===== config.mk =====
export PLATFORM = sky130hd
export DESIGN_NAME = fwd_interlock_ctl
export DESIGN_NICKNAME = d
export VERILOG_FILES = /design/src/rtl/fwd_interlock_ctl.sv
export SDC_FILE = /design/constraint.sdc
export NUM_CORES = 1
export LEC_CHECK = 0
export CAP_MARGIN = 30
export CORE_MARGIN = 2
export CORE_UTILIZATION = 33
export DETAILED_ROUTE_END_ITERATION = 10
export PLACE_DENSITY = 0.94
export SYNTH_ARGS = -nofsm -noshare
export SYNTH_HDL_FRONTEND = slang
export SYNTH_SLANG_ARGS = --single-unit

===== constraint.sdc =====
create_clock -name vclk -period 1.32
set_input_delay 0.132 -clock vclk [all_inputs]
set_output_delay 0.132 -clock vclk [all_outputs]
set_load 0.005 [all_outputs]

===== src/rtl/fwd_interlock_ctl.sv =====
module fwd_interlock_ctl #(
  parameter int REG_W = 5
) (
  input  logic             clk,
  input  logic             rst_n,
  input  logic             of_valid,
  input  logic [REG_W-1:0] of_a,
  input  logic             of_a_en,
  input  logic [REG_W-1:0] of_b,
  input  logic             of_b_en,
  input  logic             of_b_late,
  input  logic             ex_valid,
  input  logic [REG_W-1:0] ex_a,
  input  logic             ex_a_en,
  input  logic [REG_W-1:0] ex_b,
  input  logic             ex_b_en,
  input  logic             ex_b_late,
  input  logic             ex_dst_en,
  input  logic [REG_W-1:0] ex_dst,
  input  logic             ex_is_load,
  input  logic             ex_is_branch,
  input  logic             ex_taken,
  input  logic             ma_valid,
  input  logic [REG_W-1:0] ma_d,
  input  logic             ma_d_en,
  input  logic             ma_dst_en,
  input  logic [REG_W-1:0] ma_dst,
  input  logic             rw_valid,
  input  logic             rw_dst_en,
  input  logic [REG_W-1:0] rw_dst,
  output logic             fwd_of_a,
  output logic             fwd_of_b,
  output logic [1:0]       fwd_ex_a,
  output logic [1:0]       fwd_ex_b,
  output logic             fwd_ex_d,
  output logic             fwd_ma_d,
  output logic             stall_front,
  output logic             bubble_ex,
  output logic             kill_of,
  output logic             redirect
);

  localparam logic [1:0] SEL_LATCH = 2'b00;
  localparam logic [1:0] SEL_MA    = 2'b01;
  localparam logic [1:0] SEL_RW    = 2'b10;

  logic ma_wr, rw_wr, ex_ld;
  assign ma_wr = ma_valid & ma_dst_en;
  assign rw_wr = rw_valid & rw_dst_en;
  assign ex_ld = ex_valid & ex_is_load & ex_dst_en;

  logic of_a_use, of_b_use, ex_a_use, ex_b_alu, ex_b_st;
  assign of_a_use = of_valid & of_a_en;
  assign of_b_use = of_valid & of_b_en;
  assign ex_a_use = ex_valid & ex_a_en;
  assign ex_b_alu = ex_valid & ex_b_en & ~ex_b_late;
  assign ex_b_st  = ex_valid & ex_b_en & ex_b_late;

  assign fwd_of_a = of_a_use & rw_wr & (rw_dst == of_a);
  assign fwd_of_b = of_b_use & rw_wr & (rw_dst == of_b);

  logic a_ma, a_rw, b_ma, b_rw;
  assign a_ma = ex_a_use & ma_wr & (ma_dst == ex_a);
  assign a_rw = ex_a_use & rw_wr & (rw_dst == ex_a);
  assign b_ma = ex_b_alu & ma_wr & (ma_dst == ex_b);
  assign b_rw = ex_b_alu & rw_wr & (rw_dst == ex_b);

  assign fwd_ex_a = a_ma ? SEL_MA : (a_rw ? SEL_RW : SEL_LATCH);
  assign fwd_ex_b = b_ma ? SEL_MA : (b_rw ? SEL_RW : SEL_LATCH);

  assign fwd_ex_d = ex_b_st & rw_wr & (rw_dst == ex_b);
  assign fwd_ma_d = ma_valid & ma_d_en & rw_wr & (rw_dst == ma_d);

  logic load_use;
  assign load_use = ex_ld & ((of_a_use & (of_a == ex_dst)) |
                             (of_b_use & ~of_b_late & (of_b == ex_dst)));

  assign redirect    = ex_valid & ex_is_branch & ex_taken;
  assign stall_front = load_use & ~redirect;
  assign bubble_ex   = load_use | redirect;
  assign kill_of     = redirect;

  assert_stall_bubble_R6: assert property (@(posedge clk) disable iff (!rst_n)
    stall_front |-> bubble_ex && !kill_of);

  assert_flush_beats_stall_R9: assert property (@(posedge clk) disable iff (!rst_n)
    redirect |-> !stall_front);

  assert_flush_kills_R8: assert property (@(posedge clk) disable iff (!rst_n)
    redirect |-> kill_of && bubble_ex);

  assert_idle_no_fwd_R2: assert property (@(posedge clk) disable iff (!rst_n)
    (!ma_valid && !rw_valid) |-> (fwd_ex_a == SEL_LATCH) && (fwd_ex_b == SEL_LATCH)
                                 && !fwd_of_a && !fwd_of_b && !fwd_ex_d && !fwd_ma_d);

  assert_late_b_no_ma_R5: assert property (@(posedge clk) disable iff (!rst_n)
    (ex_b_late && ex_b_en) |-> fwd_ex_b == SEL_LATCH);

  assert_sel_code_R1: assert property (@(posedge clk) disable iff (!rst_n)
    (fwd_ex_a != 2'b11) && (fwd_ex_b != 2'b11));

endmodule


==> results.json, run 1 <==
{
  "run_status": "complete, but fails checks",
  "failed_checks": "setup timing",
  "static-leakage-power_nw": 0.687,
  "endpoint_kind": "output port",
  "whs_ns": 0.611,
  "core_occupancy_in_the_finished_layout_pct": 75.1,
  "routed-via-count": 993,
  "grt_overflow": 0,
  "yosys.cell_types.count": 22,
  "total_power_uw": 424,
  "max-cap-violations": 0,
  "synth_fp_nets": 148,
  "numSequentialCells": 0,
  "register_area_um2": 0,
  "first_global_vias": 1036,
  "maximum_fanout_along_the_worst_path": 2,
  "synth.cells.most_frequent": "26 x sky130_fd_sc_hd__xnor2_1, 16 x sky130_fd_sc_hd__xor2_1, 8 x sky130_fd_sc_hd__nand4_1",
  "power_density_nw_per_um2": 288,
  "layout.clock_buffers": 0,
  "power.ir.vdd_worst_mv": 0.159,
  "drt_initial_violations": 14,
  "chipWidth_um": 49.5,
  "std_cell_rows": 16,
  "rsz0062_at_grt": "true",
  "synthesized_instance_count": 89,
  "post_route_fraction_of_the_period_consumed_by_the_critical_path_pct": 102,
  "fin_nets": 229,
  "finalSetupViolations": 1,
  "post_dp_cell_area_um2": 1470,
  "synth_top_cell_by_area": "sky130_fd_sc_hd__xnor2_1",
  "synth.top_cells.by_area": "sky130_fd_sc_hd__xnor2_1 33%, sky130_fd_sc_hd__xor2_1 21%, sky130_fd_sc_hd__nand4_1 7.3%",
  "drive_gt1_share_pct": 46.4,
  "firstDrtPassIters": 4,
  "grtUsageTotal_pct": 24.3,
  "place.gp.congestion": 0.961,
  "flow.area_growth_from_synthesis_pct": 116,
  "dp.cells": 192,
  "worstSetupStartpointType": "input port",
  "grt_start_max_net_pins": 7,
  "post-route-cell-area_um2": 1470,
  "routed_wl_mm": 3.09,
  "route.antenna.remaining_nets": 0,
  "finalWorstPathRequiredPeriod_ns": 1.34,
  "design.die.area_um2": 2450,
  "ios": 71,
  "worst_ep_arrival_time_ns": 1.21,
  "post_synth_instance_area_um2": 683,
  "fmax_mhz": 746,
  "core_area_um2": 1960,
  "synth_sequential_area_ratio_pct": 0,
  "post-route-worst-setup-slack_ns": -0.0208,
  "synth_top_area_share_pct": 33.3,
  "hold_path_class": "in2out",
  "critical_setup_path_kind": "in2out",
  "drc": 0,
  "cp_data_required_time_ns": 1.19,
  "place.port_buffers": 69,
  "avgViaCountPerCell": 5.09,
  "post_synth.cell_area_avg_um2": 7.68,
  "tightest_slew_ns": 0.259,
  "wl_per_cell_um": 15.8,
  "place.detailed.hpwl_mm": 2.37,
  "final-hold-violation-count": 0,
  "synth_most_common_cell": "sky130_fd_sc_hd__xnor2_1",
  "number_of_antenna_violations_at_the_first_check_in_global_routing": 0,
  "post-place-ws_ns": -0.754,
  "final_cell_count_no_fill": 195,
  "ys_warn_count": 0,
  "floorplan.initialDensity_pct": 34.8,
  "die_height_um": 49.5,
  "grt_pass1_wl_mm": 4.71,
  "antenna_cells": 0,
  "final_max_slew_viol_count": 0,
  "slew_headroom_pct": 82.7,
  "tns_ns": -0.0208
}
==> layout make-up <==
class | count | area, um2
fillers | 146 | 488
well taps | 27 | 33.8
repair buffers | 87 | 678
multi-input cells | 79 | 754
inverters | 2 | 7.51
==> report_power, final <==
group	leakage, nW	internal (mW)	switching (mW)
clock network	0	0	0
logic	0.687	0.237	0.187
registers	0	0	0
total	0.687	0.237	0.187
==> cells in the final DEF (no fill, tap or decap), drive strengths merged <==
master / Yosys / final
buf: 8 / 40
xnor2: 27 / 27
dlygate4sd2: 0 / 20
xor2: 16 / 16
clkbuf: 0 / 9
clkdlybuf4s15: 0 / 9
nand4: 8 / 8
nor4: 7 / 7
clkdlybuf4s50: 0 / 5
dlymetal6s2s: 0 / 4
nand3: 4 / 4
nand2: 4 / 4
nor3: 4 / 4
nand3b: 2 / 2
inv: 2 / 2
nor2: 2 / 2
a221oi: 1 / 1
o221a: 1 / 1
and3: 1 / 1
a22oi: 1 / 1
nand2b: 1 / 1
==> worst max-delay path, stage by stage <==
cell and delay (ns):
sky130_fd_sc_hd__buf_8 0.10, sky130_fd_sc_hd__buf_6 0.10, sky130_fd_sc_hd__xor2_2 0.13, sky130_fd_sc_hd__nor4_2 0.27, sky130_fd_sc_hd__a22oi_1 0.14, sky130_fd_sc_hd__buf_4 0.16
sky130_fd_sc_hd__nor2_2 0.06, sky130_fd_sc_hd__buf_2 0.11
==> per-layer routing <==
layer | track usage [%] | share of wire [%] | up-vias | wire [um]
met5 | 0 | 0 | - | 0
met4 | 3.24 | 3.6 | 0 | 110
met3 | 3.64 | 7.9 | 11 | 245
met2 | 50.5 | 54 | 62 | 1670
met1 | 25.7 | 35 | 454 | 1070
li1 | - | - | 466 | -
==> timing repair <==
action | CTS | global route
pin swaps | 34 | 23
setup buffers | 3 | 2
gates resized for setup | 156 | 32
setup endpoints to repair | 12 | 6
hold buffers | 0 | 0
gates cloned | 0 | 0
==> kinds of logic after synthesis <==
logic type | after synthesis | share of synthesized area, %
xor gates and xnor gates | 43 | 56.2
and+or+nand+nor | 33 | 30.8
buffers and inverters | 10 | 8.97
AOI/OAI and AO/OA | 3 | 4.03
==> worst paths after layout <==
kind              startpoint     endpoint  cells after the start
setup / recovery   ex_dst[0]  stall_front                      8
hold / removal       of_b_en     fwd_of_b                      4
Note: power is estimated with default switching activity, not from simulation.
==> run 2, diff against run 1 <==
TNS_END_PERCENT = 10   (was default)
==> run 2 against run 1 <==
- the flow now finishes without violations
- flip-flop and latch count stayed put
- worst hold slack better by 0.036 ns
- routed wire length fell by 5.9%
- first-iteration DRC count decreased by 29%
- core utilization up 2.3 points
- count of clock-buffer cells in the layout unchanged
- via count shrank 5.3%
- final cell count is 0.51% lower
- critical path depth stayed put
- final area increased by 3.1%
==> results.json, run 2 (same netlist as run 1, synthesis figures left out) <==
{
  "tightest_slew_ns": 0.328,
  "final_max_slew_viol_count": 0,
  "swShare_pct": 43.7,
  "floorplan.initialDensity_pct": 34.8,
  "worstSetupStartpointType": "input port",
  "std_cell_rows": 16,
  "power_density_nw_per_um2": 285,
  "first_global_vias": 983,
  "min_path_cells": 4,
  "drive_gt1_share_pct": 49.7,
  "final_cell_count_no_fill": 194,
  "hold_path.startpoint": "ex_b_en",
  "commonest_cells_after_routing_fill_and_taps_aside": "24 x sky130_fd_sc_hd__dlygate4sd2_1, 19 x sky130_fd_sc_hd__xnor2_1, 19 x sky130_fd_sc_hd__clkbuf_2",
  "max-cap-violations": 0,
  "fin_nets": 228,
  "static-leakage-power_nw": 0.719,
  "critical_setup_path_kind": "in2out",
  "grt_start_max_net_pins": 7,
  "design.die.area_um2": 2450,
  "finalWorstPathRequiredPeriod_ns": 1.32,
  "place.port_buffers": 69,
  "critical-path-max-stage-delay_ns": 0.29,
  "place.gp.congestion": 0.961,
  "path_cells": "buf_8 -> buf_6 -> xor2_2 -> nor4_2 -> a22oi_2 -> buf_4 -> nor2_2 -> buf_2",
  "endpoint_kind": "output port",
  "antenna_cells": 0,
  "firstDrtPassIters": 4,
  "post-place-ws_ns": -0.754,
  "die_height_um": 49.5,
  "hold_end": "fwd_ex_d",
  "route.antenna.remaining_nets": 0,
  "internal_power_uw": 244,
  "post_dp_cell_area_um2": 1470,
  "slew_headroom_pct": 78.1,
  "post_route_fraction_of_the_period_consumed_by_the_critical_path_pct": 99.6,
  "finalSetupViolations": 0,
  "grt_overflow": 0,
  "register_area_um2": 0,
  "place.detailed.hpwl_mm": 2.37,
  "routed_wl_mm": 2.91,
  "number_of_antenna_violations_at_the_first_check_in_global_routing": 0,
  "power_switching_uw": 189,
  "rsz0062_at_grt": "true",
  "cp_data_required_time_ns": 1.19,
  "power.ir.vdd_worst_mv": 0.174,
  "post-route-cell-area_um2": 1520,
  "grt_pass1_wl_mm": 4.47,
  "core_area_um2": 1960,
  "fmax_mhz": 760,
  "post-route-worst-setup-slack_ns": 0.00465,
  "wl_per_cell_um": 15.0,
  "routed-via-count": 940,
  "flow.area_growth_from_synthesis_pct": 122,
  "dp.cells": 192,
  "mostFrequentLayoutCell": "sky130_fd_sc_hd__dlygate4sd2_1",
  "maximum_fanout_along_the_worst_path": 2,
  "avgViaCountPerCell": 4.85,
  "worst_path_max_delay_cell": "sky130_fd_sc_hd__nor4_2",
  "run_status": "complete, no violations",
  "ios": 71,
  "worst_ep_arrival_time_ns": 1.18,
  "layout.clock_buffers": 0,
  "drt_initial_violations": 10,
  "clkPwrFrac_pct": 0,
  "hold_path_class": "in2out",
  "seqPwrFrac_pct": 0,
  "final-hold-violation-count": 0,
  "chipWidth_um": 49.5,
  "grtUsageTotal_pct": 22.8,
  "drc": 0,
  "numSequentialCells": 0,
  "comb_power_share_pct": 100.0
}
-- run 2: how the worst max path moves through the flow --
stage | slack, ns | cells past startpoint | startpoint | endpoint
final | 0.005 | 8 | ex_dst[0] | stall_front
after global routing | -0.04 | 7 | of_b[0] | stall_front
after CTS | -0.09 | 7 | of_a_en | stall_front
after detailed placement | -0.75 | 5 | rw_dst[2] | fwd_of_b
after global placement | -0.70 | 5 | rw_dst[2] | fwd_of_b
after floorplan | 0.35 | 4 | ma_dst[1] | fwd_ex_b[0]
-- run 2: power by group through the flow --
| stage | Sequential (mW) | Combinational, mW | Clock (mW) |
|---|---|---|---|
| 2_1_floorplan | 0 | 0.162 | 0 |
| 3_3_place_gp | 0 | 0.411 | 0 |
| 3_5_place_dp | 0 | 0.423 | 0 |
| 4_1_cts | 0 | 0.407 | 0 |
| 5_1_grt | 0 | 0.461 | 0 |
| 6_report | 0 | 0.433 | 0 |
-- run 2: metrics by stage --
step / hold slack [ns] / power (mW) / setup TNS [ns] / utilization [%]
floorplan: 0.342 / 0.162 / 0 / -
global placement: 1.23 / 0.411 / -6.66 / 74.7
detailed placement: 1.22 / 0.423 / -7.07 / 74.7
CTS: 0.756 / 0.407 / -0.208 / 75.9
global route: 0.667 / 0.461 / -0.0350 / 77.4
finish: 0.646 / 0.433 / 0 / 77.4
-- run 2: area by class of cell --
class,instances,area [um2]
Fill cell,136,443
Inverter,2,7.51
Multi-Input combinational cell,79,795
Tap cell,27,33.8
Timing Repair Buffer,86,683
-- run 2: timing repair --
action | in CTS | in global routing
endpoints found under the setup margin | 12 | 9
pin swaps | 30 | 25
setup buffers | 2 | 0
hold buffers | 0 | 0
resized for setup | 115 | 66
-- run 2: metal layers --
layer | global-route usage (%) | vias up | wire (um)
li1 | - | 461 | -
met1 | 26.3 | 424 | 1160
met2 | 44.8 | 51 | 1500
met3 | 3.33 | 4 | 214
met4 | 2.78 | 0 | 41
met5 | 0 | - | 0
-- run 2: critical path: cells and delay by family --
kind | cells | cell delay [ns]
AOI/OAI and AO/OA | 1 | 0.10
xor gates and xnor gates | 1 | 0.13
buffers and inverters | 4 | 0.47
and+or+nand+nor | 2 | 0.35
